**src/rtl/phyinit_pkg.sv**
```systemverilog
// Package: shared phase encoding and field layout of the timing control word.
// Assumes the four duration fields are packed from bit 0 upward in the order
// sync-reset, gap, sync-enable, settle.
package phyinit_pkg;

    typedef enum logic [2:0] {
        PH_IDLE     = 3'd0,
        PH_SYNC_EN  = 3'd1,
        PH_GAP      = 3'd2,
        PH_SYNC_RST = 3'd3,
        PH_SETTLE   = 3'd4
    } phase_e;

    localparam int NUM_FIELDS = 4;
    localparam int IDX_RST    = 0;
    localparam int IDX_GAP    = 1;
    localparam int IDX_EN     = 2;
    localparam int IDX_SETTLE = 3;

    localparam int POS_SDIO   = 28;
    localparam int POS_BYPASS = 29;

endpackage

```
**src/rtl/phyinit_cfg_reg.sv**
```systemverilog
// Module: holds the timing control word.
// Accepts writes only while the sequencer is idle and clears the start bit
// when the sequencer reports completion. Assumes finish is never raised
// while idle, so an accepted write and a completion never coincide.
module phyinit_cfg_reg #(
    parameter int DATA_W    = 32,
    parameter int START_POS = DATA_W - 1
) (
    input  logic              clk,
    input  logic              rst_n,
    input  logic              wr_en,
    input  logic [DATA_W-1:0] wr_data,
    input  logic              idle,
    input  logic              finish,
    output logic [DATA_W-1:0] cfg_q,
    output logic              launch
);

    // Start request: only honoured while no sequence runs.
    assign launch = wr_en && idle && wr_data[START_POS];

    // Register update: idle writes load the word, completion clears bit 31.
    always_ff @(posedge clk) begin
        if (!rst_n) begin
            cfg_q <= '0;
        end else if (wr_en && idle) begin
            cfg_q <= wr_data;
        end else if (finish) begin
            cfg_q[START_POS] <= 1'b0;
        end
    end

    assert_busy_write_dropped_R7: assert property (@(posedge clk) disable iff (!rst_n)
        (wr_en && !idle && !finish) |=> $stable(cfg_q));

    assert_start_held_while_busy_R3: assert property (@(posedge clk) disable iff (!rst_n)
        !idle |-> cfg_q[START_POS]);

    assert_start_clear_when_idle_R5: assert property (@(posedge clk) disable iff (!rst_n)
        idle |-> !cfg_q[START_POS]);

endmodule

```
**src/rtl/phyinit_phase_timer.sv**
```systemverilog
// Module: down-counter that times one phase.
// Loaded with (length - 1) when a phase begins. It reports expiry when it
// reaches zero and then holds at zero until it is loaded again.
module phyinit_phase_timer #(
    parameter int CNT_W = 5
) (
    input  logic             clk,
    input  logic             rst_n,
    input  logic             load,
    input  logic [CNT_W-1:0] load_val,
    output logic             expired
);

    logic [CNT_W-1:0] cnt_q;

    // Count down to zero, reload on request.
    always_ff @(posedge clk) begin
        if (!rst_n) begin
            cnt_q <= '0;
        end else if (load) begin
            cnt_q <= load_val;
        end else if (cnt_q != '0) begin
            cnt_q <= cnt_q - 1'b1;
        end
    end

    assign expired = (cnt_q == '0);

    assert_timer_holds_at_zero_R5: assert property (@(posedge clk) disable iff (!rst_n)
        (!load && expired) |=> expired);

    assert_timer_loads_value_R4: assert property (@(posedge clk) disable iff (!rst_n)
        load |=> (cnt_q == $past(load_val)));

endmodule

```
**src/rtl/phyinit_phase_fsm.sv**
```systemverilog
// Module: phase sequencer.
// Snapshots the four duration fields at launch and walks the phases
// sync-enable, gap, sync-reset and settle, in that order. A phase whose
// length is zero is skipped in the same cycle. Settle always lasts its field
// plus EXTRA cycles, so it is never empty. Assumes launch is raised only
// while idle.
module phyinit_phase_fsm
    import phyinit_pkg::*;
#(
    parameter int FIELD_W = 4,
    parameter int EXTRA   = 8,
    parameter int CNT_W   = 5
) (
    input  logic                          clk,
    input  logic                          rst_n,
    input  logic                          launch,
    input  logic [NUM_FIELDS*FIELD_W-1:0] launch_cfg,
    input  logic                          expired,
    output logic                          tmr_load,
    output logic [CNT_W-1:0]              tmr_val,
    output logic                          idle,
    output logic                          finish,
    output logic                          sync_en,
    output logic                          sync_rst,
    output logic                          done_q
);

    logic [NUM_FIELDS-1:0][FIELD_W-1:0] fld_in;
    logic [NUM_FIELDS-1:0][FIELD_W-1:0] fld_q;
    logic [NUM_FIELDS-1:0][FIELD_W-1:0] fld_src;
    phase_e                             phase_q;
    phase_e                             from_ph;
    phase_e                             pick_ph;
    logic [CNT_W-1:0]                   pick_len;
    logic                               start_ok;
    logic                               step;

    // Unpack the duration fields from the incoming word.
    for (genvar g = 0; g < NUM_FIELDS; g++) begin : g_unpack
        assign fld_in[g] = launch_cfg[g*FIELD_W +: FIELD_W];
    end

    // Length of a phase in cycles for a given set of fields.
    function automatic logic [CNT_W-1:0] len_of(
        input phase_e p,
        input logic [NUM_FIELDS-1:0][FIELD_W-1:0] f
    );
        case (p)
            PH_SYNC_EN:  return CNT_W'(f[IDX_EN]);
            PH_GAP:      return CNT_W'(f[IDX_GAP]);
            PH_SYNC_RST: return CNT_W'(f[IDX_RST]);
            PH_SETTLE:   return CNT_W'(f[IDX_SETTLE]) + CNT_W'(EXTRA);
            default:     return '0;
        endcase
    endfunction

    assign idle     = (phase_q == PH_IDLE);
    assign start_ok = launch && idle;
    assign step     = !idle && expired;
    assign finish   = (phase_q == PH_SETTLE) && expired;
    assign fld_src  = start_ok ? fld_in : fld_q;
    assign from_ph  = start_ok ? PH_IDLE : phase_q;

    // Choose the first non-empty phase after the current one.
    always_comb begin
        pick_ph  = PH_SETTLE;
        pick_len = len_of(PH_SETTLE, fld_src);
        for (int i = 3; i >= 0; i--) begin
            if ((i >= int'(from_ph)) && (len_of(phase_e'(3'(i + 1)), fld_src) != '0)) begin
                pick_ph  = phase_e'(3'(i + 1));
                pick_len = len_of(phase_e'(3'(i + 1)), fld_src);
            end
        end
    end

    assign tmr_load = start_ok || (step && !finish);
    assign tmr_val  = pick_len - 1'b1;

    // Phase register: advance on launch or when the current phase expires.
    always_ff @(posedge clk) begin
        if (!rst_n) begin
            phase_q <= PH_IDLE;
        end else if (start_ok) begin
            phase_q <= pick_ph;
        end else if (finish) begin
            phase_q <= PH_IDLE;
        end else if (step) begin
            phase_q <= pick_ph;
        end
    end

    // Field snapshot taken at launch.
    always_ff @(posedge clk) begin
        if (!rst_n) begin
            fld_q <= '0;
        end else if (start_ok) begin
            fld_q <= fld_in;
        end
    end

    // Completion pulse, one cycle after the final settle cycle.
    always_ff @(posedge clk) begin
        if (!rst_n) begin
            done_q <= 1'b0;
        end else begin
            done_q <= finish;
        end
    end

    assign sync_en  = (phase_q == PH_SYNC_EN);
    assign sync_rst = (phase_q == PH_SYNC_RST);

    assert_pulses_exclusive_R4: assert property (@(posedge clk) disable iff (!rst_n)
        !(sync_en && sync_rst));

    assert_done_single_cycle_R8: assert property (@(posedge clk) disable iff (!rst_n)
        done_q |=> !done_q);

    assert_idle_quiet_R1: assert property (@(posedge clk) disable iff (!rst_n)
        idle |-> (!sync_en && !sync_rst));

    assert_launch_leaves_idle_R3: assert property (@(posedge clk) disable iff (!rst_n)
        start_ok |=> !idle);

    assert_settle_after_reset_pulse_R5: assert property (@(posedge clk) disable iff (!rst_n)
        $fell(sync_rst) |-> (phase_q == PH_SETTLE));

    assert_done_after_settle_R8: assert property (@(posedge clk) disable iff (!rst_n)
        done_q |-> ($past(phase_q) == PH_SETTLE) && idle);

endmodule

```
**src/rtl/phyinit_seq.sv**
```systemverilog
// Module: top of the PHY initialization sequencer.
// Connects the control-word register, the phase sequencer and the phase
// timer. Phase lengths are counted in bus clocks. The fixed allowance is
// BUS_EXTRA bus cycles plus XBAR_EXTRA interconnect cycles, both counted
// here on the bus clock.
module phyinit_seq #(
    parameter int DATA_W     = 32,
    parameter int FIELD_W    = 4,
    parameter int BUS_EXTRA  = 4,
    parameter int XBAR_EXTRA = 4
) (
    input  logic              clk,
    input  logic              rst_n,
    input  logic              wr_en,
    input  logic [DATA_W-1:0] wr_data,
    output logic [DATA_W-1:0] rd_data,
    output logic              sync_en,
    output logic              sync_rst,
    output logic              ready,
    output logic              done
);
    import phyinit_pkg::*;

    localparam int EXTRA     = BUS_EXTRA + XBAR_EXTRA;
    localparam int CNT_W     = $clog2((1 << FIELD_W) + EXTRA);
    localparam int START_POS = DATA_W - 1;
    localparam int CFG_W     = NUM_FIELDS * FIELD_W;

    logic              launch;
    logic              idle;
    logic              finish;
    logic              tmr_load;
    logic [CNT_W-1:0]  tmr_val;
    logic              expired;
    logic [DATA_W-1:0] cfg_q;

    phyinit_cfg_reg #(
        .DATA_W    (DATA_W),
        .START_POS (START_POS)
    ) u_cfg (
        .clk     (clk),
        .rst_n   (rst_n),
        .wr_en   (wr_en),
        .wr_data (wr_data),
        .idle    (idle),
        .finish  (finish),
        .cfg_q   (cfg_q),
        .launch  (launch)
    );

    phyinit_phase_fsm #(
        .FIELD_W (FIELD_W),
        .EXTRA   (EXTRA),
        .CNT_W   (CNT_W)
    ) u_fsm (
        .clk        (clk),
        .rst_n      (rst_n),
        .launch     (launch),
        .launch_cfg (wr_data[CFG_W-1:0]),
        .expired    (expired),
        .tmr_load   (tmr_load),
        .tmr_val    (tmr_val),
        .idle       (idle),
        .finish     (finish),
        .sync_en    (sync_en),
        .sync_rst   (sync_rst),
        .done_q     (done)
    );

    phyinit_phase_timer #(
        .CNT_W (CNT_W)
    ) u_tmr (
        .clk      (clk),
        .rst_n    (rst_n),
        .load     (tmr_load),
        .load_val (tmr_val),
        .expired  (expired)
    );

    assign rd_data = cfg_q;
    assign ready   = idle;

    assert_done_clears_start_R8: assert property (@(posedge clk) disable iff (!rst_n)
        done |-> (!rd_data[START_POS] && ready));

    assert_low_bits_kept_R9: assert property (@(posedge clk) disable iff (!rst_n)
        !ready |=> $stable(rd_data[DATA_W-2:0]));

    assert_mode_bits_kept_R9: assert property (@(posedge clk) disable iff (!rst_n)
        !ready |=> $stable({rd_data[POS_BYPASS], rd_data[POS_SDIO]}));

endmodule

```
**config.mk**
```make
export PLATFORM = sky130hd
export DESIGN_NAME = phyinit_seq
export DESIGN_NICKNAME = d
export VERILOG_FILES = /design/src/rtl/phyinit_pkg.sv /design/src/rtl/phyinit_cfg_reg.sv /design/src/rtl/phyinit_phase_timer.sv /design/src/rtl/phyinit_phase_fsm.sv /design/src/rtl/phyinit_seq.sv
export SDC_FILE = /design/constraint.sdc
export NUM_CORES = 1
export LEC_CHECK = 0
export BUFFER_PORTS_ARGS = -buffer_cell sky130_fd_sc_hd__buf_4
export CORE_MARGIN = 10
export CORE_UTILIZATION = 47
export DETAILED_ROUTE_END_ITERATION = 10
export PLACE_DENSITY = 0.76
export SETUP_SLACK_MARGIN = 0.4
export SLEW_MARGIN = 20
export SYNTH_ARGS = -nofsm -noshare
export SYNTH_HDL_FRONTEND = slang
export SYNTH_SLANG_ARGS = --single-unit
export TNS_END_PERCENT = 10
```
**constraint.sdc**
```tcl
create_clock -name clk -period 2.5 [get_ports clk]
set_clock_uncertainty 0.05 [all_clocks]
set_input_delay 0.125 -clock clk [delete_from_list [all_inputs] [get_ports clk]]
set_output_delay 0.125 -clock clk [all_outputs]
set_load 0.02 [all_outputs]
```
==> impl_metrics.py <==
metrics = {
    "clock_network": {
        "cts_sinks": 57,
        "numCtsBuffers": 9,
        "cts_max_path_buffers": 2,
        "htreeDepth": 3,
        "clockRootBuffer": "clkbuf_8",
        "clock_latency_ps": 330,
        "clkTransAtPathRegs_ps": 60,
        "cts_tree": "yes",
    },
    "sta": {
        "rsz0062_at_grt": "yes",
        "fmax_mhz": 425,
        "setup_violations": 0,
        "worstMarginPinSlew_ps": 592,
        "fin_setup_tns_ps": 0,
        "finalMaxSlewViolations": 0,
        "min_period_ps": 2350,
        "hold_viol_final": 0,
        "fin_crit_sh_pct": 94.1,
        "maxSlewHeadroom_pct": 60.3,
    },
    "synth": {
        "yosys-top-cells-area": "dfxtp_1 (45%), nand2_1 (13%), a21oi_1 (10%)",
        "avgSynthCellArea_sq_um": 7.89,
        "synth_cells": 323,
        "yosys_warnings": 0,
        "yosysTopAreaCell": "dfxtp_1",
        "synth_common_cells": "nand2_1 (91), dfxtp_1 (57), a21oi_1 (52), nor2_1 (16), clkbuf_1 (13)",
        "async_reset_ff_share_pct": 0,
        "synth-seq-area-share_pct": 44.8,
        "yosysTopAreaCellShare_pct": 44.8,
        "synth_edf_count": 0,
        "ys_types": 49,
        "synthesis.nets": 359,
        "synth-seq-cells": 57,
        "netlist_area_sq_um": 2550,
        "synth-main-ff-cell": "dfxtp_1",
        "synth.most_common_cell": "nand2_1",
    },
    "floorplanning": {
        "ios": 71,
        "die_area_sq_um": 8770,
        "chipHeight_microns": 93.6,
        "die_x_microns": 93.6,
        "core_area_sq_um": 5170,
        "rows": 26,
        "start_util_pct": 49.3,
    },
    "finish": {
        "fin_util_pct": 72.4,
        "final_cells": 495,
        "antenna_cells": 0,
        "synthToLayoutAreaGrowth_pct": 46.9,
        "layout.nets": 456,
        "drive_above_1_share_pct": 30.8,
    },
    "drt": {
        "drt-wirelength-per-cell_microns": 16.3,
        "firstDrtPassIters": 5,
        "antenna_left": 0,
        "routed_via_density": 5.50,
        "drc": 0,
        "dr.first_iter.drc_count": 266,
        "routed_wl_mm": 8.07,
        "vias": 2721,
    },
    "grt": {
        "antenna_found_initial": 0,
        "globalRoute.busiestLayer": "met2",
        "grt_pass1_wl_mm": 12.9,
        "gr-usage-met1_pct": 20.8,
        "grt_start_max_net_pins": 35,
        "grt_pass1_vias": 2678,
        "grtUsageTotal_pct": 18.1,
        "grt.met3_usage_pct": 5.68,
        "grt_overflow": 0,
        "grtUsageMet2_pct": 30.7,
    },
    "pwr": {
        "power_leakage_nw": 1.59,
        "p_clk_share_pct": 22.5,
        "swShare_pct": 39.9,
        "p_comb_share_pct": 51.6,
        "seqPwrFrac_pct": 25.9,
        "p_int_w": 0.00289,
        "vdd_drop_max_mv": 0.559,
        "p_per_area_nw_per_um2": 1280,
        "switching_power_w": 0.00192,
    },
    "setup_path": {
        "cp-end-kind": "flip-flop",
        "critPathLaunchType": "flip-flop",
        "cp.arrival_ps": 2520,
        "crit_fanout": 8,
        "required_ps": 2670,
        "path_class": "reg2reg",
    },
    "placed_design": {
        "post-place-cells": 460,
        "place.gp.congestion": 0.932,
        "portBuffers": 70,
        "hpwlAfterDp_mm": 5.56,
    },
    "hold_path": {
        "worstHoldPathType": "in2reg",
    },
    "run_status": {
        "run_status": "completed",
    },
    "job": {
        "max-cap-violations": 0,
    },
}
-- worst max-delay path: stages (launching register included) --
cell and delay [ps]:
dfxtp_1 310, or3_4 470, clkinv_8 100, nand2_8 80, mux2i_4 220, or3_1 370, and3_4 200, ha_2 190
xor2_1 160, nor2_1 60
-- power by group through the flow --
| stage | Clock, W | Sequential [W] | Combinational [W] |
|---|---|---|---|
| global placement | 0 | 0.00125 | 0.00211 |
| CTS | 0.00110 | 0.00124 | 0.00225 |
| floorplan | 0 | 0.00141 | 0.00131 |
| global route | 0.00114 | 0.00127 | 0.00268 |
| detailed placement | 0 | 0.00126 | 0.00213 |
| finish | 0.00108 | 0.00125 | 0.00248 |
-- cell usage in the layout (no fill, tap or decap), types with 2 or more instances in the layout --
cell type      count
or3_1              4
dfxtp_1           57
o211ai_1           3
nand3_1            4
a21boi_0           2
nor3_1             2
and3_1             2
clkbuf_8          11
a211oi_1           3
nor4_1             9
nor2_1            16
buf_4             90
a21oi_1           51
bufinv_16          3
mux2i_1            2
buf_12             2
o21ai_0            7
a21o_1             2
nand4_1            2
and2_1             6
dlygate4sd3_1     14
mux2_4             3
nand2_1           91
o21a_1             2
-- through the flow --
stage	total power (W)	cell area [sq um]	hold WS, ps	worst slack, ps
finish	0.00481	3740	5.31	148
global route	0.00509	3740	2.59	70.2
CTS	0.00459	3650	0.0819	198
detailed placement	0.00339	3220	330	87.8
global placement	0.00336	3220	322	148
floorplan	0.00273	2550	193	170
-- sequential cells by signal, summed over array words and instances, names as in the netlist --
| signal | count |
|---|---|
| u_fsm.phase_q | 3 |
| u_tmr.cnt_q | 5 |
| u_fsm.fld_q | 16 |
| u_fsm.done_q | 1 |
| u_cfg.cfg_q | 32 |
-- path summary, 6_finish.rpt --
check | start | end | slack, ps | depth (start not counted)
max | u_fsm.phase_q[1] | u_tmr.cnt_q[2] | 150 | 9
min | wr_data[30] | u_cfg.cfg_q[30] | 5 | 3
max reg2reg | u_fsm.phase_q[1] | u_tmr.cnt_q[2] | 150 | 9
min reg2reg | u_cfg.cfg_q[10] | u_cfg.cfg_q[10] | 400 | 2
-- cells by family after synthesis --
group	Yosys count	share of synthesized area, %
compound gates	88	20.5
xor+xnor	1	0.344
fa+ha+maj	1	0.491
buf+inv	23	4.61
flops	57	44.8
mux	6	2.95
simple gates	147	26.3
-- per-layer routing --
metal	vias up	part of all wire, %	routed length [microns]
met3	16	7.6	614
met1	1267	40	3220
li1	1323	-	-
met5	-	0	0
met2	115	51	4090
met4	0	1.7	141
-- final cells by class --
type / instances / area [sq um]
inverter: 2 / 20.0
clock buffer: 12 / 155
clock inverter: 4 / 98.8
timing repair buffer: 107 / 861
multi-input combinational: 243 / 1380
fill: 379 / 1430
sequential: 57 / 1140
tap: 70 / 87.6
-- timing repair --
| item | 4_1_cts | 5_1_grt |
|---|---|---|
| setup endpoints to repair | 6 | 6 |
| hold buffers | 14 | 0 |
| pin swaps | 3 | 1 |
| setup buffers | 1 | 4 |
| endpoints found under the hold margin | 14 | 0 |
| resized for setup | 6 | 12 |
Note: power is estimated with default switching activity, not from simulation.
